===== config.mk =====
export PLATFORM = sky130hd
export DESIGN_NAME = sdd_rx_top
export DESIGN_NICKNAME = d
export VERILOG_FILES = /design/src/rtl/sdd_pkg.sv /design/src/rtl/sdd_nrzi_dec.sv /design/src/rtl/sdd_descrambler.sv /design/src/rtl/sdd_aligner.sv /design/src/rtl/sdd_rx_top.sv
export SDC_FILE = /design/constraint.sdc
export NUM_CORES = 1
export LEC_CHECK = 0
export ABC_CLOCK_PERIOD_IN_PS = 2500
export CORE_MARGIN = 4
export CORE_UTILIZATION = 60
export CTS_BUF_LIST = sky130_fd_sc_hd__clkbuf_4 sky130_fd_sc_hd__clkbuf_8
export CTS_CLUSTER_SIZE = 25
export DETAILED_ROUTE_END_ITERATION = 12
export DONT_BUFFER_PORTS = 1
export PLACE_DENSITY = 0.83
export SETUP_SLACK_MARGIN = 0.4
export SYNTH_ARGS = -nofsm -noshare
export SYNTH_HDL_FRONTEND = slang
export SYNTH_SLANG_ARGS = --single-unit

===== constraint.sdc =====
create_clock -name clk -period 2.5 [get_ports clk]
set_clock_uncertainty 0.1 [all_clocks]
set_input_delay 0.5 -clock clk [delete_from_list [all_inputs] [get_ports clk]]
set_output_delay 0.5 -clock clk [all_outputs]
set_load 0.01 [all_outputs]

===== src/rtl/sdd_pkg.sv =====
package sdd_pkg;
  localparam int unsigned WORD_W = 10;
  localparam int unsigned TRS_W  = 3 * WORD_W;
  localparam int unsigned HIST_W = 9;   // x^9 term
  localparam int unsigned TAP_W  = 4;   // x^4 term
  localparam int unsigned PH_W   = $clog2(WORD_W);
  localparam logic [TRS_W-1:0] TRS_PAT = {{(2*WORD_W){1'b0}}, {WORD_W{1'b1}}};

  // transition on the line means 1
  function automatic logic nrzi_bit(input logic now_lvl, input logic prev_lvl);
    return now_lvl ^ prev_lvl;
  endfunction

  // feed-forward descrambler, hist[k] holds s[n-1-k]
  function automatic logic descr_bit(input logic s, input logic [HIST_W-1:0] hist);
    return s ^ hist[TAP_W-1] ^ hist[HIST_W-1];
  endfunction

  function automatic logic [PH_W-1:0] next_phase(input logic [PH_W-1:0] ph);
    return (ph == PH_W'(WORD_W - 1)) ? '0 : ph + 1'b1;
  endfunction
endpackage


===== src/rtl/sdd_nrzi_dec.sv =====
module sdd_nrzi_dec (
  input  logic clk,
  input  logic rst_n,
  input  logic bit_vld,
  input  logic line_bit,
  output logic nrz_bit
);
  import sdd_pkg::*;

  logic prev_q;

  assign nrz_bit = nrzi_bit(line_bit, prev_q);

  always_ff @(posedge clk) begin
    if (!rst_n)       prev_q <= 1'b0;
    else if (bit_vld) prev_q <= line_bit;
  end

  // idle cycles leave the line history alone
  a_r5_nrzi_hold: assert property (@(posedge clk) disable iff (!rst_n)
    !bit_vld |=> $stable(prev_q));
endmodule


===== src/rtl/sdd_descrambler.sv =====
module sdd_descrambler (
  input  logic clk,
  input  logic rst_n,
  input  logic bit_vld,
  input  logic s_bit,
  output logic d_bit
);
  import sdd_pkg::*;

  logic [HIST_W-1:0] hist_q;

  assign d_bit = descr_bit(s_bit, hist_q);

  always_ff @(posedge clk) begin
    if (!rst_n)       hist_q <= '0;
    else if (bit_vld) hist_q <= {hist_q[HIST_W-2:0], s_bit};
  end

  // history is fed only from the received stream
  a_r9_feed_forward: assert property (@(posedge clk) disable iff (!rst_n)
    bit_vld |=> hist_q[0] == $past(s_bit));
  a_r5_hist_hold: assert property (@(posedge clk) disable iff (!rst_n)
    !bit_vld |=> $stable(hist_q));
endmodule


===== src/rtl/sdd_aligner.sv =====
module sdd_aligner #(
  parameter int unsigned MISS_WIN   = 512,
  parameter int unsigned MISS_LIMIT = 2
) (
  input  logic                       clk,
  input  logic                       rst_n,
  input  logic                       bit_vld,
  input  logic                       d_bit,
  output logic [sdd_pkg::WORD_W-1:0] word_out,
  output logic                       word_vld,
  output logic                       locked,
  output logic                       trs_found
);
  import sdd_pkg::*;

  localparam int unsigned TMR_W = (MISS_WIN > 2) ? $clog2(MISS_WIN) : 1;
  localparam int unsigned MC_W  = $clog2(MISS_LIMIT + 1);

  logic [TRS_W-1:0] win_q;
  logic [PH_W-1:0]  phase_q, cand_ph_q;
  logic             cand_vld_q, have_ref_q, locked_q, trs_q, word_vld_q;
  logic [WORD_W-1:0] word_q;
  logic [TMR_W-1:0] tmr_q;
  logic [MC_W-1:0]  miss_q;

  // named events, used by logic and assertions alike
  logic [TRS_W-1:0] win_nxt;
  logic at_bound, match, aligned_hit, off_hit, cand_hit, realign;
  logic lock_set, tmr_end, miss_ev, drop;

  assign win_nxt     = {d_bit, win_q[TRS_W-1:1]};
  assign at_bound    = (phase_q == PH_W'(WORD_W - 1));
  assign match       = bit_vld && (win_nxt == TRS_PAT);
  assign aligned_hit = match && at_bound;
  assign off_hit     = match && !at_bound;
  assign cand_hit    = off_hit && cand_vld_q && (cand_ph_q == phase_q);
  assign realign     = off_hit && (!locked_q || cand_hit);
  assign lock_set    = !locked_q && aligned_hit && have_ref_q;
  assign tmr_end     = bit_vld && (tmr_q == TMR_W'(MISS_WIN - 1));
  assign miss_ev     = locked_q && tmr_end && !aligned_hit && !realign;
  assign drop        = miss_ev && (miss_q == MC_W'(MISS_LIMIT - 1));

  always_ff @(posedge clk) begin
    if (!rst_n) begin
      win_q      <= '0;
      phase_q    <= '0;
      word_q     <= '0;
      word_vld_q <= 1'b0;
      trs_q      <= 1'b0;
    end else begin
      word_vld_q <= bit_vld && at_bound;
      trs_q      <= match;
      if (bit_vld) begin
        win_q   <= win_nxt;
        phase_q <= realign ? '0 : next_phase(phase_q);
        if (at_bound) word_q <= win_nxt[TRS_W-1 -: WORD_W];
      end
    end
  end

  always_ff @(posedge clk) begin
    if (!rst_n) begin
      locked_q   <= 1'b0;
      have_ref_q <= 1'b0;
      cand_vld_q <= 1'b0;
      cand_ph_q  <= '0;
      tmr_q      <= '0;
      miss_q     <= '0;
    end else begin
      if (drop)          locked_q <= 1'b0;
      else if (lock_set) locked_q <= 1'b1;

      if (drop)       have_ref_q <= 1'b0;
      else if (match) have_ref_q <= 1'b1;

      if (!locked_q || aligned_hit || realign) begin
        cand_vld_q <= 1'b0;
      end else if (off_hit) begin
        cand_vld_q <= 1'b1;
        cand_ph_q  <= phase_q;
      end

      if (!locked_q || aligned_hit || realign || drop) begin
        tmr_q  <= '0;
        miss_q <= '0;
      end else if (bit_vld) begin
        tmr_q <= tmr_end ? '0 : tmr_q + 1'b1;
        if (miss_ev) miss_q <= miss_q + 1'b1;
      end
    end
  end

  assign word_out  = word_q;
  assign word_vld  = word_vld_q;
  assign locked    = locked_q;
  assign trs_found = trs_q;

  a_r10_word_single: assert property (@(posedge clk) disable iff (!rst_n)
    word_vld_q |=> !word_vld_q);
  a_r4_trs_single: assert property (@(posedge clk) disable iff (!rst_n)
    trs_q |=> !trs_q);
  a_r6_lock_on_ref: assert property (@(posedge clk) disable iff (!rst_n)
    $rose(locked_q) |-> trs_q);
  a_r8_drop_on_miss: assert property (@(posedge clk) disable iff (!rst_n)
    $fell(locked_q) |-> $past(miss_ev));
  a_r7_no_single_slip: assert property (@(posedge clk) disable iff (!rst_n)
    (locked_q && off_hit && !cand_hit) |=> locked_q && (phase_q == next_phase($past(phase_q))));
  a_r5_idle_hold: assert property (@(posedge clk) disable iff (!rst_n)
    !bit_vld |=> $stable(phase_q) && $stable(win_q) && $stable(tmr_q));
endmodule


===== src/rtl/sdd_rx_top.sv =====
module sdd_rx_top #(
  parameter int unsigned MISS_WIN   = 512,
  parameter int unsigned MISS_LIMIT = 2
) (
  input  logic                       clk,
  input  logic                       rst_n,
  input  logic                       bit_vld,
  input  logic                       line_bit,
  output logic [sdd_pkg::WORD_W-1:0] word_out,
  output logic                       word_vld,
  output logic                       locked,
  output logic                       trs_found
);
  logic nrz_bit, d_bit;

  sdd_nrzi_dec u_nrzi (
    .clk(clk), .rst_n(rst_n), .bit_vld(bit_vld),
    .line_bit(line_bit), .nrz_bit(nrz_bit)
  );

  sdd_descrambler u_descr (
    .clk(clk), .rst_n(rst_n), .bit_vld(bit_vld),
    .s_bit(nrz_bit), .d_bit(d_bit)
  );

  sdd_aligner #(.MISS_WIN(MISS_WIN), .MISS_LIMIT(MISS_LIMIT)) u_align (
    .clk(clk), .rst_n(rst_n), .bit_vld(bit_vld), .d_bit(d_bit),
    .word_out(word_out), .word_vld(word_vld),
    .locked(locked), .trs_found(trs_found)
  );
endmodule


# == Yosys cells after proc, flatten, opt, wreduce, memory -nomap -nowiden ==
# Cells that the tools add are included.
# totals
ff_bits,74
latch_bits,0
ram_bits,0
romBits,0
inputBits,4
out_inout_bits,13
word_cells,57
mem_count,0
# op_classes
add_sub_neg,3
multipliers,0
div,0
order_cmp,0
n_eq_ne,5
shift,0
n_mux,3
bitwise_logic,5
n_reduce_logical,28
# op_table
cell,count
"equality test 30 x 10 -> 1 bit, second input constant",1
logical AND 1 bit,14
"adder 9 x 1 -> 9 bit, second input constant",1
"equality test 9 bit, second input constant",1
two-way mux 9 bit,1
two-way mux 4 bit,2
AND reduction 2 bit,3
OR reduction 2 bit,3
"adder 4 x 1 -> 4 bit, second input constant",1
equality test 4 bit,1
"equality test 4 bit, second input constant",1
logical NOT 1 bit,4
logical OR 1 bit,4
XOR 1 bit,3
"adder 2 x 1 -> 2 bit, second input constant",1
"equality test 2 x 1 -> 1 bit, second input constant",1
inverter 1 bit,2

# == Longest topological paths before layout ==
# Gate-level depths: netlist of run 1.
# depth
depth_word,15
mapped_depth,9
mapped_depth_nobuf,9

# == Modules after synthesis ==
# Synthesis of run 1 repeated with hierarchy kept, for this count alone.
# unflattened
hier_cells,327
area_unflattened_um2,3016.6
# by_module_without_submodules
mod,n_inst,cells_per_inst,area_per_inst_um2,seq_area_each_um2
sdd_aligner,1,293,2616.3,1261.2
sdd_descrambler,1,30,355.3,180.2
sdd_nrzi_dec,1,4,45.0,20.0

# == Least setup slack after synthesis of run 1 ==
# OpenSTA, ideal clock, no wires.
# synth_path
kind,input -> register
start,input bit_vld
end,register u_align.tmr_q[7]
setup_time_ps,119
arrival_ps,1789
setup_slack_ps,492
path_stages,7
n_path_buf,2
cell_sequence,buf_2 -> nor4b_1 -> nand4_1 -> or3_4 -> o211ai_2 -> buf_6 -> nor3_1
# synth_via
elab_chain_cells,11
elab_cells_between_ends,19
classes_between,mux: 1; reduce/logical: 18
# synth_rtl
element,line,source
"start, declared",sdd_rx_top.sv:7,"input logic bit_vld,"
logical AND 1 bit,sdd_aligner.sv:33,assign match = bit_vld && (win_nxt == TRS_PAT);
logical AND 1 bit,sdd_aligner.sv:35,assign off_hit = match && !at_bound;
logical AND 1 bit (2 in series),sdd_aligner.sv:36,assign cand_hit = off_hit && cand_vld_q && (cand_ph_q == phase_q);
logical OR 1 bit,sdd_aligner.sv:37,assign realign = off_hit && (!locked_q || cand_hit);
logical AND 1 bit,sdd_aligner.sv:37,
logical NOT 1 bit,sdd_aligner.sv:40,assign miss_ev = locked_q && tmr_end && !aligned_hit && !realign;
logical AND 1 bit,sdd_aligner.sv:40,
logical AND 1 bit,sdd_aligner.sv:41,assign drop = miss_ev && (miss_q == MC_W'(MISS_LIMIT - 1));
logical OR 1 bit,sdd_aligner.sv:83,if (!locked_q || aligned_hit || realign || drop) begin
OR reduction 2 bit (no source line),--,
"end signal, assigned",sdd_aligner.sv:87,tmr_q <= tmr_end ? '0 : tmr_q + 1'b1;
"end, declared",sdd_aligner.sv:23,logic [TMR_W-1:0] tmr_q;
# Parallel ways exist; a longest one is shown, timed or not.
# A chain may end at the register's enable or synchronous reset.

# == Worst setup path in the final report of run 1 ==
# layout_path
start,register u_align.tmr_q[0]
end,register u_align.have_ref_q
# layout_via
elab_chain_cells,7
# layout_rtl
element,line,source
equality test 9 bit,sdd_aligner.sv:39,assign tmr_end = bit_vld && (tmr_q == TMR_W'(MISS_WIN - 1));
logical AND 1 bit,sdd_aligner.sv:39,
logical AND 1 bit (3 in series),sdd_aligner.sv:40,
logical AND 1 bit,sdd_aligner.sv:41,
OR reduction 2 bit (no source line),--,
"end signal, assigned",sdd_aligner.sv:64,have_ref_q <= 1'b0;
"end signal, assigned",sdd_aligner.sv:73,if (drop) have_ref_q <= 1'b0;
"end signal, assigned",sdd_aligner.sv:74,else if (match) have_ref_q <= 1'b1;
"end, declared",sdd_aligner.sv:21,"logic cand_vld_q, have_ref_q, locked_q, trs_q, word_vld_q;"
# No other way between the ends.

==> impl_results.md, run 1 <==
* Average wire length per cell after detail routing at 13.5 µm
* Worst setup path class: flip-flop to flip-flop
* DR top layer: met4
* Worst R2R Start: u_align.tmr_q[0]
* Setup Slack @ Placement at 0.275 ns
* Detail Route met2 WL at 2580 µm
* Final period util at 81.1%
* Fraction of final layout cells with drive strength greater than 1 at 8.56%
* Average footprint of a synthesized cell at 9.15 µm²
* Number of detailed-route iterations in the first pass at 4
* Cells after DPL at 378
* Die Wd at 78.6 µm
* Clock latency reported for the late side of the worst-skew pair at 0.34 ns
* Status: completed
* DRC marker count from the first detailed-route iteration at 111
* Diode count at 0
* Detailed Place HPWL at 3420 µm
* Worst Min Path Start: bit_vld
* Total of max-cap violations at 0
* Worst r2r path cells at 9
* Biggest fanout along the worst timing path at 8
* Final Non-Filler Cells at 394
* Initial antenna violation count at 0
* # fillers at 384
* Number of nets still failing antenna checks after routing at 0
* Global routing usage summed across all routing layers at 19.3%
* Number of buffers on the longest clock path at 2
* Number of design rule violations left after detail routing at 0
* Overall die area at 0.00618 mm²
* Most used cells in the layout excluding fill and tap cells: sky130_fd_sc_hd__dfxtp_1, sky130_fd_sc_hd__nor2_1, sky130_fd_sc_hd__mux2i_1
* Clock transition at the registers of the reported paths at 0.07 ns
* Unrepaired setup endpoints after global routing: yes
* Accumulated negative setup slack at 0 ns
* Class of the tightest hold or removal check: primary input to flip-flop
* # hold bufs at CTS at 0
* Count of endpoints failing hold in the final timing report at 0
* Crit path time final at 2.03 ns
* CTS buffer count at 9
* Largest net degree at the start of global routing at 63
* Routability congestion estimate at 0.794
* Syn_nets at 336
* Synth Register Bits at 73
* H-tree levels at 3
* Crit start category: flip-flop
* Yosys Warn Count at 0
* Post-synthesis cell count at 327
* Slew Limit Fails at 0
* Number of endpoints failing setup at the final stage at 0
* Tightest slew margin relative to the limit at 69.0%
* Utilization of the core after routing at 68.6%
* Required time of the critical path at 2.62 ns
* Core box area at 0.00479 mm²
* Most common cell after layout, fill and taps aside: sky130_fd_sc_hd__dfxtp_1
* Prevailing post-synth register cell: sky130_fd_sc_hd__dfxtp_1
* Die Y at 78.6 µm
* Number of port buffers at 0
* Worst-case hold path end point: u_align.phase_q[1]
* Vias in the first global route at 2073
* Clock sink count at 73
* Post-Route WL at 5320 µm
* Power, Total at 2150 µW
* Number of cells on the worst hold path at 1
* Leakage dissipation at 0.00129 µW
* Max Freq at 0.493 GHz
* Element type at the critical path end: flip-flop
* Library cells used by synthesis at 38
* Share of synthesized registers carrying an async set or reset at 0%
* Met1 wire length at 2510 µm
* CTS Root Cell: sky130_fd_sc_hd__clkbuf_8
* Power density over cell area at 657 mW/mm²
* Cell area after synthesis at 0.00299 mm²
* Number of I/O pins at 17
* Initial core utilization at 62.5%
* Vias after detailed routing at 2171
* Final critical-path setup slack at 0.473 ns
* Wire length of the first global-routing pass at 9560 µm
* Number of flops mapped to enable cells by yosys at 0
* Final layout net count at 332
* Routed via count divided by cell count at 5.51
* Worst-margin pin slew at 0.462 ns
* Post-synthesis to final-layout area growth at 9.70%
* Count of standard-cell rows at 25
* Met3 WL post-DR at 188 µm
* Largest voltage drop on the vdd net at 541 µV
* Crit Reg-Reg Endpoint: u_align.have_ref_q
* Residual overflow from global routing at 0
* Arrival time of data at the critical path endpoint at 2.15 ns
* R2R Setup Slk at 0.47 ns
* TritonCTS clock tree: done
* Register area share after synthesis at 48.8%
cells in the mapped netlist, types with 2 or more instances:
master	n	share of area, %
sky130_fd_sc_hd__a31oi_1	2	0.42
sky130_fd_sc_hd__ha_1	5	2.1
sky130_fd_sc_hd__and2_1	2	0.42
sky130_fd_sc_hd__xor2_1	6	1.8
sky130_fd_sc_hd__and4_1	2	0.59
sky130_fd_sc_hd__mux2i_1	41	14
sky130_fd_sc_hd__and4b_1	2	0.67
sky130_fd_sc_hd__nor2b_1	4	0.84
sky130_fd_sc_hd__and3_1	3	0.63
sky130_fd_sc_hd__xnor2_1	4	1.2
sky130_fd_sc_hd__nor3_1	10	1.7
sky130_fd_sc_hd__dfxtp_1	73	49
sky130_fd_sc_hd__nor4_1	3	0.63
sky130_fd_sc_hd__nand2_1	33	4.1
sky130_fd_sc_hd__buf_2	5	0.84
sky130_fd_sc_hd__clkbuf_1	11	1.4
sky130_fd_sc_hd__nand3b_1	4	1.0
sky130_fd_sc_hd__nand4_1	4	0.84
sky130_fd_sc_hd__inv_1	3	0.38
sky130_fd_sc_hd__nor2_1	59	7.4
sky130_fd_sc_hd__o21ai_0	7	1.2
sky130_fd_sc_hd__o22ai_1	3	0.63
sky130_fd_sc_hd__nor4b_1	3	0.88
sky130_fd_sc_hd__a22oi_1	2	0.50
sky130_fd_sc_hd__nand3_1	4	0.67
sky130_fd_sc_hd__a21oi_1	20	3.3
flip-flops by register name, indices dropped and copies added, names as in the netlist:
| signal | count |
|---|---|
| u_align.win_q | 29 |
| u_align.word_out | 10 |
| u_align.tmr_q | 9 |
| u_descr.hist_q | 9 |
| u_align.cand_ph_q | 4 |
| u_align.phase_q | 4 |
| u_align.miss_q | 2 |
| u_align.cand_vld_q | 1 |
| u_align.have_ref_q | 1 |
| u_align.locked | 1 |
| u_align.trs_found | 1 |
| u_align.word_vld | 1 |
| u_nrzi.prev_q | 1 |
per-layer routing:
layer	up-vias	GRT usage (%)
li1	1121	-
met5	-	0
met3	5	8.03
met2	22	31.3
met1	1023	23.9
met4	0	4.20
power breakdown:
| part | internal (µW) | switching [µW] | total [µW] |
|---|---|---|---|
| clock network | 518 | 392 | 910 |
| logic | 31.5 | 31.2 | 62.7 |
| registers | 1170 | 10.7 | 1180 |
worst max-delay path by stage:
stage / from / end / slack (ns) / cells past startpoint
CTS: u_align.tmr_q[0] / u_align.have_ref_q / 0.36 / 9
global placement: line_bit / u_align.tmr_q[7] / 0.33 / 5
finish: u_align.tmr_q[0] / u_align.have_ref_q / 0.47 / 9
global route: u_align.tmr_q[1] / u_align.have_ref_q / 0.31 / 9
detailed placement: u_align.tmr_q[0] / u_align.have_ref_q / 0.27 / 9
floorplan: bit_vld / u_align.tmr_q[7] / 0.49 / 7
per-stage QoR:
| stage | cell area [µm²] | hold slack (ns) |
|---|---|---|
| final | 3280 | 0.151 |
| after global routing | 3280 | 0.134 |
| after CTS | 3230 | 0.139 |
| after detailed placement | 3020 | 0.370 |
| after global placement | 3020 | 0.360 |
| after floorplan | 2990 | 0.345 |
critical path, cell delays in order (launching register included):
cell and delay [ns]:
sky130_fd_sc_hd__dfxtp_2 0.36, sky130_fd_sc_hd__ha_1 0.18, sky130_fd_sc_hd__and3_1 0.20, sky130_fd_sc_hd__and3_1 0.22, sky130_fd_sc_hd__and3_1 0.22, sky130_fd_sc_hd__ha_4 0.19, sky130_fd_sc_hd__and2_4 0.18, sky130_fd_sc_hd__nand2_1 0.05
sky130_fd_sc_hd__o22ai_1 0.14, sky130_fd_sc_hd__a21oi_1 0.09
kinds of logic after synthesis:
kind of cell    synth area share, %
compound gates                 8.03
buf+inv                        3.09
flops                          48.8
mux                            13.7
simple gates                   21.3
fa+ha+maj                      2.09
xor+xnor                       2.93
cell type report:
cell class,count,area [µm²],share of cell area (%)
Tap cell,67,83.8,2.55
Inverter,4,15.0,0.457
Clock buffer,12,159,4.84
Clock inverter,3,40.0,1.22
Timing Repair Buffer,2,40.0,1.22
Multi-Input combinational cell,233,1480,45.1
Sequential cell,73,1460,44.6
timing repair:
action / CTS / global route
resized for setup: 3 / 6
setup buffers: 0 / 1
endpoints found under the setup margin: 14 / 19
pin swaps: 0 / 1
Note: power is estimated with default switching activity, not from simulation.
==> run 2, diff against run 1 <==
--- a/config.mk
+++ b/config.mk
@@ -5,7 +5,8 @@
 export SDC_FILE = /design/constraint.sdc
 export NUM_CORES = 1
 export LEC_CHECK = 0
-export ABC_CLOCK_PERIOD_IN_PS = 2500
+export ABC_AREA = 1
+export ABC_CLOCK_PERIOD_IN_PS = 2050
 export CORE_MARGIN = 4
 export CORE_UTILIZATION = 60
 export CTS_BUF_LIST = sky130_fd_sc_hd__clkbuf_4 sky130_fd_sc_hd__clkbuf_8
==> constraint.sdc (replaced) <==
create_clock -name clk -period 2.05 [get_ports clk]
set_clock_uncertainty 0.1 [all_clocks]
set_input_delay 0.41 -clock clk [delete_from_list [all_inputs] [get_ports clk]]
set_output_delay 0.41 -clock clk [all_outputs]
set_load 0.01 [all_outputs]
==> impl_results.md, run 2 <==
* Library cells used by synthesis at 32 (-16%)
* Count of standard-cell rows at 25 (unchanged)
* Largest voltage drop on the vdd net at 537 µV (-0.76%)
* Internal power contribution at 2450 µW (+42%)
* R2R Setup Slk at 0.11 ns (-0.37 ns)
* Max stage delay cell, worst path: sky130_fd_sc_hd__dfxtp_1
* Die Y at 79.8 µm (+1.5%)
* Flip-flop count of the largest register after layout at 29 (unchanged)
* Class of the tightest hold or removal check: primary input to flip-flop
* Most common cell after layout, fill and taps aside: sky130_fd_sc_hd__nor2_1
* Dominant delay contributor by cell family on the critical path: simple AND/OR/NAND/NOR gates
* Flop pwr share at 48.0% (-6.9 points)
* Clock transition at the registers of the reported paths at 0.08 ns (about the same)
* Final critical-path setup slack at 0.105 ns (-0.368 ns)
* Tightest slew margin relative to the limit at 73.2% (+4.3 points)
* Number of nets still failing antenna checks after routing at 0 (unchanged)
* Core box area at 0.00485 mm² (+1.3%)
* Power, Total at 3150 µW (+46%)
* Cell area after synthesis at 0.00310 mm² (+3.5%)
* Residual overflow from global routing at 0 (unchanged)
* Initial core utilization at 63.8% (+1.3 points)
* Combinational group share of total power at 6.1% (+3.2 points)
* Arrival time of data at the critical path endpoint at 2.09 ns (-0.06 ns)
* Vias in the first global route at 2502 (+21%)
* NetSw at 695 µW (+60%)
* Cell with the most instances after synthesis: sky130_fd_sc_hd__nor2_1
* Worst R2R Start: u_align.win_q[26]
* Slew Limit Fails at 0 (unchanged)
* TritonCTS clock tree: done
* Share of synthesized registers carrying an async set or reset at 0% (unchanged)
* Number of I/O pins at 17 (unchanged)
* Critical path endpoint: u_align.tmr_q[3]
* Register with the most flip-flops: u_align.win_q
* Power density over cell area at 842 mW/mm² (+28%)
* Wire length of the first global-routing pass at 10800 µm (+13%)
* Critical Path Start: u_align.win_q[26]
* Register area share after synthesis at 47.2% (-1.6 points)
* Worst r2r path cells at 12 (+3)
* Instance area at placement at 0.00319 mm² (+5.7%)
* Most used cells in the layout excluding fill and tap cells: sky130_fd_sc_hd__nor2_1, sky130_fd_sc_hd__dfxtp_1, sky130_fd_sc_hd__o21ai_0
* # fillers at 330 (-14%)
* Yosys top cell area share at 47.2% (-1.6 points)
* Critical path depth at 12 (+3)
* Count of endpoints failing hold in the final timing report at 0 (unchanged)
* Clock latency reported for the late side of the worst-skew pair at 0.34 ns (about the same)
* List of cells traversed by the critical path: nor2_1 > nand2_1 > nor2_1 > nand2_2 > nor2_4 > nand3_4 > nor2_4 > nor2_4 > o211ai_4 > buf_6 > buf_16 > nor2_2
* Critical Path Max Stage Delay at 0.34 ns (-0.02 ns)
* H-tree levels at 3 (unchanged)
* Buffers plus inverters on the worst setup path at 2 (+2)
* Clock sink count at 73 (unchanged)
* Post-route standard cell area excluding fillers at 0.00374 mm² (+14%)
* Leakage dissipation at 0.00156 µW (+21%)
* Setup Slack @ Placement at 0.0644 ns (-0.210 ns)
* Number of design rule violations left after detail routing at 0 (unchanged)
* Overall die area at 0.00637 mm² (+3.1%)
* Worst hold slack at 0.0453 ns (-0.106 ns)
* Diode count at 0 (unchanged)
* Element type at the critical path end: flip-flop
* Worst-margin pin slew at 0.398 ns (-0.0644 ns)
* Synth Register Bits at 73 (unchanged)
* Die Wd at 79.8 µm (+1.5%)
* Yosys Warn Count at 0 (unchanged)
* Power share of the clock group at 46.0% (+3.8 points)
* Vias after detailed routing at 2781 (+28%)
* Syn_nets at 418 (+24%)
* Post-synthesis to final-layout area growth at 20.7%
* Average footprint of a synthesized cell at 7.57 µm² (-17%)
* Net switching share of the total power at 22.1% (+1.9 points)
* Biggest fanout along the worst timing path at 5 (-3)
* Commonest cells in the netlist: sky130_fd_sc_hd__nor2_1, sky130_fd_sc_hd__dfxtp_1, sky130_fd_sc_hd__nand2_1, sky130_fd_sc_hd__o21ai_0, sky130_fd_sc_hd__inv_1
* Number of detailed-route iterations in the first pass at 4 (unchanged)
* Routability congestion estimate at 0.848 (+6.7%)
* DRC marker count from the first detailed-route iteration at 228 (+110%)
* Largest net degree at the start of global routing at 58 (-7.9%)
* Number of flops mapped to enable cells by yosys at 0 (unchanged)
* Top cell type by total area after synthesis: sky130_fd_sc_hd__dfxtp_1
* Initial antenna violation count at 0 (unchanged)
* Prevailing post-synth register cell: sky130_fd_sc_hd__dfxtp_1
* Final period util at 94.9% (+14 points)
* Required time of the critical path at 2.19 ns (-0.43 ns)
* Max Freq at 0.514 GHz (+4.2%)
* CTS buffer count at 9 (unchanged)
* Post-Route WL at 7250 µm (+36%)
* Average wire length per cell after detail routing at 14.5 µm (+7.2%)
* Crit start category: flip-flop
* Biggest area contributors in the synthesized netlist: sky130_fd_sc_hd__dfxtp_1, sky130_fd_sc_hd__nor2_1, sky130_fd_sc_hd__o21ai_0, sky130_fd_sc_hd__nand2_1, sky130_fd_sc_hd__inv_1
* Crit path time final at 1.94 ns (-0.0822 ns)
* # hold bufs at CTS at 0 (unchanged)
* Fraction of final layout cells with drive strength greater than 1 at 24.2% (+16 points)
* Global routing usage summed across all routing layers at 21.3% (+2.0 points)
* Sequential cell area in the final layout at 0.00147 mm² (+0.60%)
* Worst Min Path Start: bit_vld
* Number of buffers on the longest clock path at 2 (unchanged)
* Post-synthesis cell count at 409 (+25%)
* Routed via count divided by cell count at 5.55 (+0.74%)
* Multi-input gate area in the final layout at 0.00149 mm² (+0.34%)
* Crit Reg-Reg Endpoint: u_align.tmr_q[3]
* Status: completed
* Worst path most repeated cell: sky130_fd_sc_hd__nor2_4
* Detailed Place HPWL at 3720 µm (+8.6%)
* Number of port buffers at 0 (unchanged)
* Unrepaired setup endpoints after global routing: yes
* Worst setup path class: flip-flop to flip-flop
* Number of endpoints failing setup at the final stage at 0 (unchanged)
* Accumulated negative setup slack at 0 ns (unchanged)
* CTS Root Cell: sky130_fd_sc_hd__clkbuf_8
* Total of max-cap violations at 0 (unchanged)
* Final layout net count at 438 (+32%)
==> run 2: changes by cell type in the layout (fill, tap and decap cells not counted), moves of 8 or more <==
| cell | delta |
|---|---|
| sky130_fd_sc_hd__mux2i_1 | -41 |
| sky130_fd_sc_hd__o21ai_0 | +38 |
| sky130_fd_sc_hd__inv_1 | +37 |
| sky130_fd_sc_hd__buf_4 | +18 |
| sky130_fd_sc_hd__nor2_2 | +16 |
| sky130_fd_sc_hd__nand3_1 | +14 |
| sky130_fd_sc_hd__nor2_1 | +13 |
| sky130_fd_sc_hd__inv_2 | +8 |
| sky130_fd_sc_hd__nand2_1 | +8 |
| sky130_fd_sc_hd__nor3_1 | -8 |
==> run 2: what timing repair did <==
item / in CTS / in global routing
endpoints found under the setup margin: 25 / 31
cloned: 1 / 0
gates resized for setup: 13 / 22
buffers inserted: 11 / 9
pin swaps: 8 / 22
==> run 2: worst min-delay path by stage <==
stage	to	slack, ns	cells past startpoint
final	u_align.win_q[20]	0.05	1
after global routing	u_align.win_q[20]	0.03	1
after CTS	u_align.win_q[20]	0.04	1
after detailed placement	u_align.cand_vld_q	0.34	2
after global placement	u_align.cand_vld_q	0.33	2
after floorplan	u_align.cand_vld_q	0.32	2
==> run 2: layout make-up <==
class	instances	area share, %
multi-input cells	271	39.8
flip-flops and latches	73	39.4
repair buffers	25	6.63
inverters	49	4.92
clock buffers	12	4.42
clock inverters	4	2.61
well taps	67	2.24
==> run 2: worst reg2reg max path, cell delays in order (launching register included) <==
cell                       delay [ns]
sky130_fd_sc_hd__dfxtp_1         0.34
sky130_fd_sc_hd__nor2_1          0.12
sky130_fd_sc_hd__nand2_1         0.07
sky130_fd_sc_hd__nor2_1          0.17
sky130_fd_sc_hd__nand2_2         0.12
sky130_fd_sc_hd__nor2_4          0.22
sky130_fd_sc_hd__nand3_4         0.14
sky130_fd_sc_hd__nor2_4          0.15
sky130_fd_sc_hd__nor2_4          0.06
sky130_fd_sc_hd__o211ai_4        0.08
sky130_fd_sc_hd__buf_6           0.14
sky130_fd_sc_hd__buf_16          0.11
sky130_fd_sc_hd__nor2_2          0.03
==> run 2: logic make-up after synthesis <==
kind of cell / count (synthesis) / synth area share [%]
AO/OA/AOI/OAI: 89 / 15.6
XOR/XNOR: 4 / 1.37
adder cells (fa/ha/maj): 5 / 2.02
buffers and inverters: 65 / 8.00
flip-flops: 73 / 47.2
AND/OR/NAND/NOR: 173 / 25.8
==> run 2: per-stage QoR <==
step	cells	util [%]
2_1_floorplan	409	-
3_3_place_gp	464	65.8
3_5_place_dp	464	65.8
4_1_cts	492	74.3
5_1_grt	501	77.1
6_report	501	77.1
==> run 2: routing by layer <==
| metal | track usage, % | vias to the layer above | wire [µm] |
|---|---|---|---|
| li1 | - | 1351 | - |
| met5 | 0 | - | 0 |
| met3 | 4.74 | 23 | 364 |
| met4 | 11.3 | 0 | 210 |
| met1 | 25.8 | 1317 | 3030 |
| met2 | 35.2 | 90 | 3650 |
==> run 2: power groups by stage <==
stage          Sequential (µW)  Clock [µW]  Combinational (µW)
6_report                  1510        1450                 191
5_1_grt                   1510        1510                 217
4_1_cts                   1500        1450                 171
3_5_place_dp              1540           0                 163
3_3_place_gp              1530           0                 159
2_1_floorplan             1530           0                 155
==> run 3, diff against run 2 <==
--- a/config.mk
+++ b/config.mk
@@ -6,7 +6,7 @@
 export NUM_CORES = 1
 export LEC_CHECK = 0
 export ABC_AREA = 1
-export ABC_CLOCK_PERIOD_IN_PS = 2050
+export ABC_CLOCK_PERIOD_IN_PS = 1900
 export CORE_MARGIN = 4
 export CORE_UTILIZATION = 60
 export CTS_BUF_LIST = sky130_fd_sc_hd__clkbuf_4 sky130_fd_sc_hd__clkbuf_8
@@ -15,6 +15,7 @@
 export DONT_BUFFER_PORTS = 1
 export PLACE_DENSITY = 0.83
 export SETUP_SLACK_MARGIN = 0.4
+export SLEW_MARGIN = 20
 export SYNTH_ARGS = -nofsm -noshare
 export SYNTH_HDL_FRONTEND = slang
 export SYNTH_SLANG_ARGS = --single-unit
==> constraint.sdc (replaced) <==
create_clock -name clk -period 1.9 [get_ports clk]
set_clock_uncertainty 0.1 [all_clocks]
set_input_delay 0.38 -clock clk [delete_from_list [all_inputs] [get_ports clk]]
set_output_delay 0.38 -clock clk [all_outputs]
set_load 0.01 [all_outputs]
==> impl_results.md, run 3 (synthesized netlist as in run 2, its figures left out) <==
* Status: completed
* Diode count at 0 (unchanged)
* Power share of the clock group at 38.1% (-7.9 points)
* Number of buffers on the longest clock path at 2 (unchanged)
* Slew Limit Fails at 0 (unchanged)
* Initial core utilization at 63.8% (unchanged)
* Initial antenna violation count at 0 (unchanged)
* Largest net degree at the start of global routing at 58 (unchanged)
* Clock transition at the registers of the reported paths at 0.08 ns (about the same)
* Arrival time of data at the critical path endpoint at 1.98 ns (-0.11 ns)
* Count of standard-cell rows at 25 (unchanged)
* Routed via count divided by cell count at 5.38 (-3.1%)
* Die Wd at 79.8 µm (unchanged)
* Number of port buffers at 0 (unchanged)
* Class of the tightest hold or removal check: primary input to flip-flop
* Combinational group share of total power at 8.0% (+1.9 points)
* Vias in the first global route at 2360 (-5.7%)
* Max Freq at 0.552 GHz (+7.4%)
* Most used cells in the layout excluding fill and tap cells: sky130_fd_sc_hd__nor2_1, sky130_fd_sc_hd__dfxtp_1, sky130_fd_sc_hd__o21ai_0
* Core box area at 0.00485 mm² (unchanged)
* Detailed Place HPWL at 3640 µm (-2.1%)
* CTS buffer count at 9 (unchanged)
* Leakage dissipation at 0.00154 µW (-1.2%)
* Number of endpoints failing setup at the final stage at 0 (unchanged)
* TritonCTS clock tree: done
* Crit start category: flip-flop
* Residual overflow from global routing at 0 (unchanged)
* Largest voltage drop on the vdd net at 507 µV (-5.5%)
* Flip-flop count of the largest register after layout at 29 (unchanged)
* Clock sink count at 73 (unchanged)
* DRC marker count from the first detailed-route iteration at 186 (-18%)
* Number of nets still failing antenna checks after routing at 0 (unchanged)
* Element type at the critical path end: flip-flop
* Post-synthesis to final-layout area growth at 22.2%
* Required time of the critical path at 2.07 ns (-0.12 ns)
* Die Y at 79.8 µm (unchanged)
* Final layout net count at 441 (+0.68%)
* Clock latency reported for the late side of the worst-skew pair at 0.35 ns (about the same)
* # fillers at 303 (-8.2%)
* H-tree levels at 3 (unchanged)
* Flop pwr share at 53.9% (+5.9 points)
* Worst-margin pin slew at 0.395 ns (-0.00279 ns)
* Number of design rule violations left after detail routing at 0 (unchanged)
* Global routing usage summed across all routing layers at 21.2% (-0.088 points)
* Total of max-cap violations at 0 (unchanged)
* Sequential cell area in the final layout at 0.00148 mm² (+0.68%)
* CTS Root Cell: sky130_fd_sc_hd__clkbuf_8
* Multi-input gate area in the final layout at 0.00159 mm² (+7.0%)
* Routability congestion estimate at 0.835 (-1.5%)
* Post-Route WL at 6960 µm (-4.0%)
* Crit path time final at 1.81 ns (-0.134 ns)
* Net switching share of the total power at 24.9% (+2.9 points)
* Worst hold slack at 0.0356 ns (-0.00975 ns)
* NetSw at 754 µW (+8.6%)
* Unrepaired setup endpoints after global routing: yes
* Biggest fanout along the worst timing path at 8 (+3)
* Fraction of final layout cells with drive strength greater than 1 at 29.5% (+5.3 points)
* Tightest slew margin relative to the limit at 73.6% (+0.40 points)
* Average wire length per cell after detail routing at 13.8 µm (-4.6%)
* Final period util at 95.3% (+0.41 points)
* Accumulated negative setup slack at 0 ns (unchanged)
* Number of I/O pins at 17 (unchanged)
* Worst setup path class: flip-flop to flip-flop
* Wire length of the first global-routing pass at 10500 µm (-2.6%)
* Power density over cell area at 799 mW/mm² (-5.0%)
* Register with the most flip-flops: u_align.win_q
* Vias after detailed routing at 2710 (-2.6%)
* Most common cell after layout, fill and taps aside: sky130_fd_sc_hd__nor2_1
* Count of endpoints failing hold in the final timing report at 0 (unchanged)
* Number of detailed-route iterations in the first pass at 5 (+1)
* Power, Total at 3020 µW (-3.9%)
* Overall die area at 0.00637 mm² (unchanged)
* Internal power contribution at 2270 µW (-7.4%)
[run 3: cell types whose count changed in the layout (fill, tap and decap cells not counted), sizes merged]
cell	delta
clkinv	+3
dlygate4sd3	+1
clkinvlp	+1
buf	+1
bufinv	-3
[run 3: final timing paths]
| path | endpoint | from | cells past startpoint | slack [ns] |
|---|---|---|---|---|
| max | u_align.cand_ph_q[3] | u_align.win_q[28] | 9 | 0.09 |
| min | u_descr.hist_q[4] | bit_vld | 1 | 0.04 |
| max reg2reg | u_align.cand_ph_q[3] | u_align.win_q[28] | 9 | 0.09 |
| min reg2reg | u_descr.hist_q[7] | u_descr.hist_q[6] | 2 | 0.38 |
[run 3: final cells by class]
class	count	share of cell area [%]
sequential	73	39.2
clock inverter	4	0.695
timing repair buffer	27	6.25
tap	67	2.22
multi-input combinational	271	42.0
inverter	49	5.13
timing repair inverter	1	0.132
clock buffer	12	4.37
[run 3: repair_timing]
item                                   4_1_cts  5_1_grt
endpoints found under the hold margin        0        1
setup endpoints to repair                   33       34
pin swaps                                   15       18
resized for setup                           30       44
gates cloned                                 0        1
buffers inserted                            11        8
hold buffers                                 0        1
[run 3: power by group through the flow]
stage          combinational [µW]  clock, µW  sequential, µW
2_1_floorplan                 167          0            1650
3_3_place_gp                  171          0            1660
3_5_place_dp                  176          0            1660
4_1_cts                       209       1160            1620
5_1_grt                       270       1230            1640
6_report                      242       1150            1630
[run 3: layer usage]
| layer | vias to the layer above | part of all wire [%] | global-route usage (%) |
|---|---|---|---|
| met5 | - | 0 | 0 |
| met3 | 25 | 4.6 | 6.09 |
| met4 | 0 | 3.2 | 9.29 |
| li1 | 1357 | - | - |
| met2 | 71 | 50 | 35.3 |
| met1 | 1257 | 42 | 25.4 |
[run 3: critical path, stage by stage, from the launching register on]
cell and delay, ns:
sky130_fd_sc_hd__dfxtp_1 0.34, sky130_fd_sc_hd__nor2_1 0.13, sky130_fd_sc_hd__nand2_1 0.07, sky130_fd_sc_hd__nor2_1 0.15, sky130_fd_sc_hd__nand2_2 0.12, sky130_fd_sc_hd__nor2_4 0.19
sky130_fd_sc_hd__nand3_4 0.12, sky130_fd_sc_hd__nor2_4 0.27, sky130_fd_sc_hd__o21ai_2 0.09, sky130_fd_sc_hd__a21oi_1 0.16
[run 3: through the flow]
stage	setup WS, ns	cell area (µm²)	instances	util (%)
finish	0.0898	3780	504	78.0
global route	-0.0443	3780	504	78.0
CTS	0.176	3580	494	73.9
detailed placement	0.00342	3210	467	66.3
global placement	0.0592	3210	467	66.3
floorplan	0.0963	3130	409	-
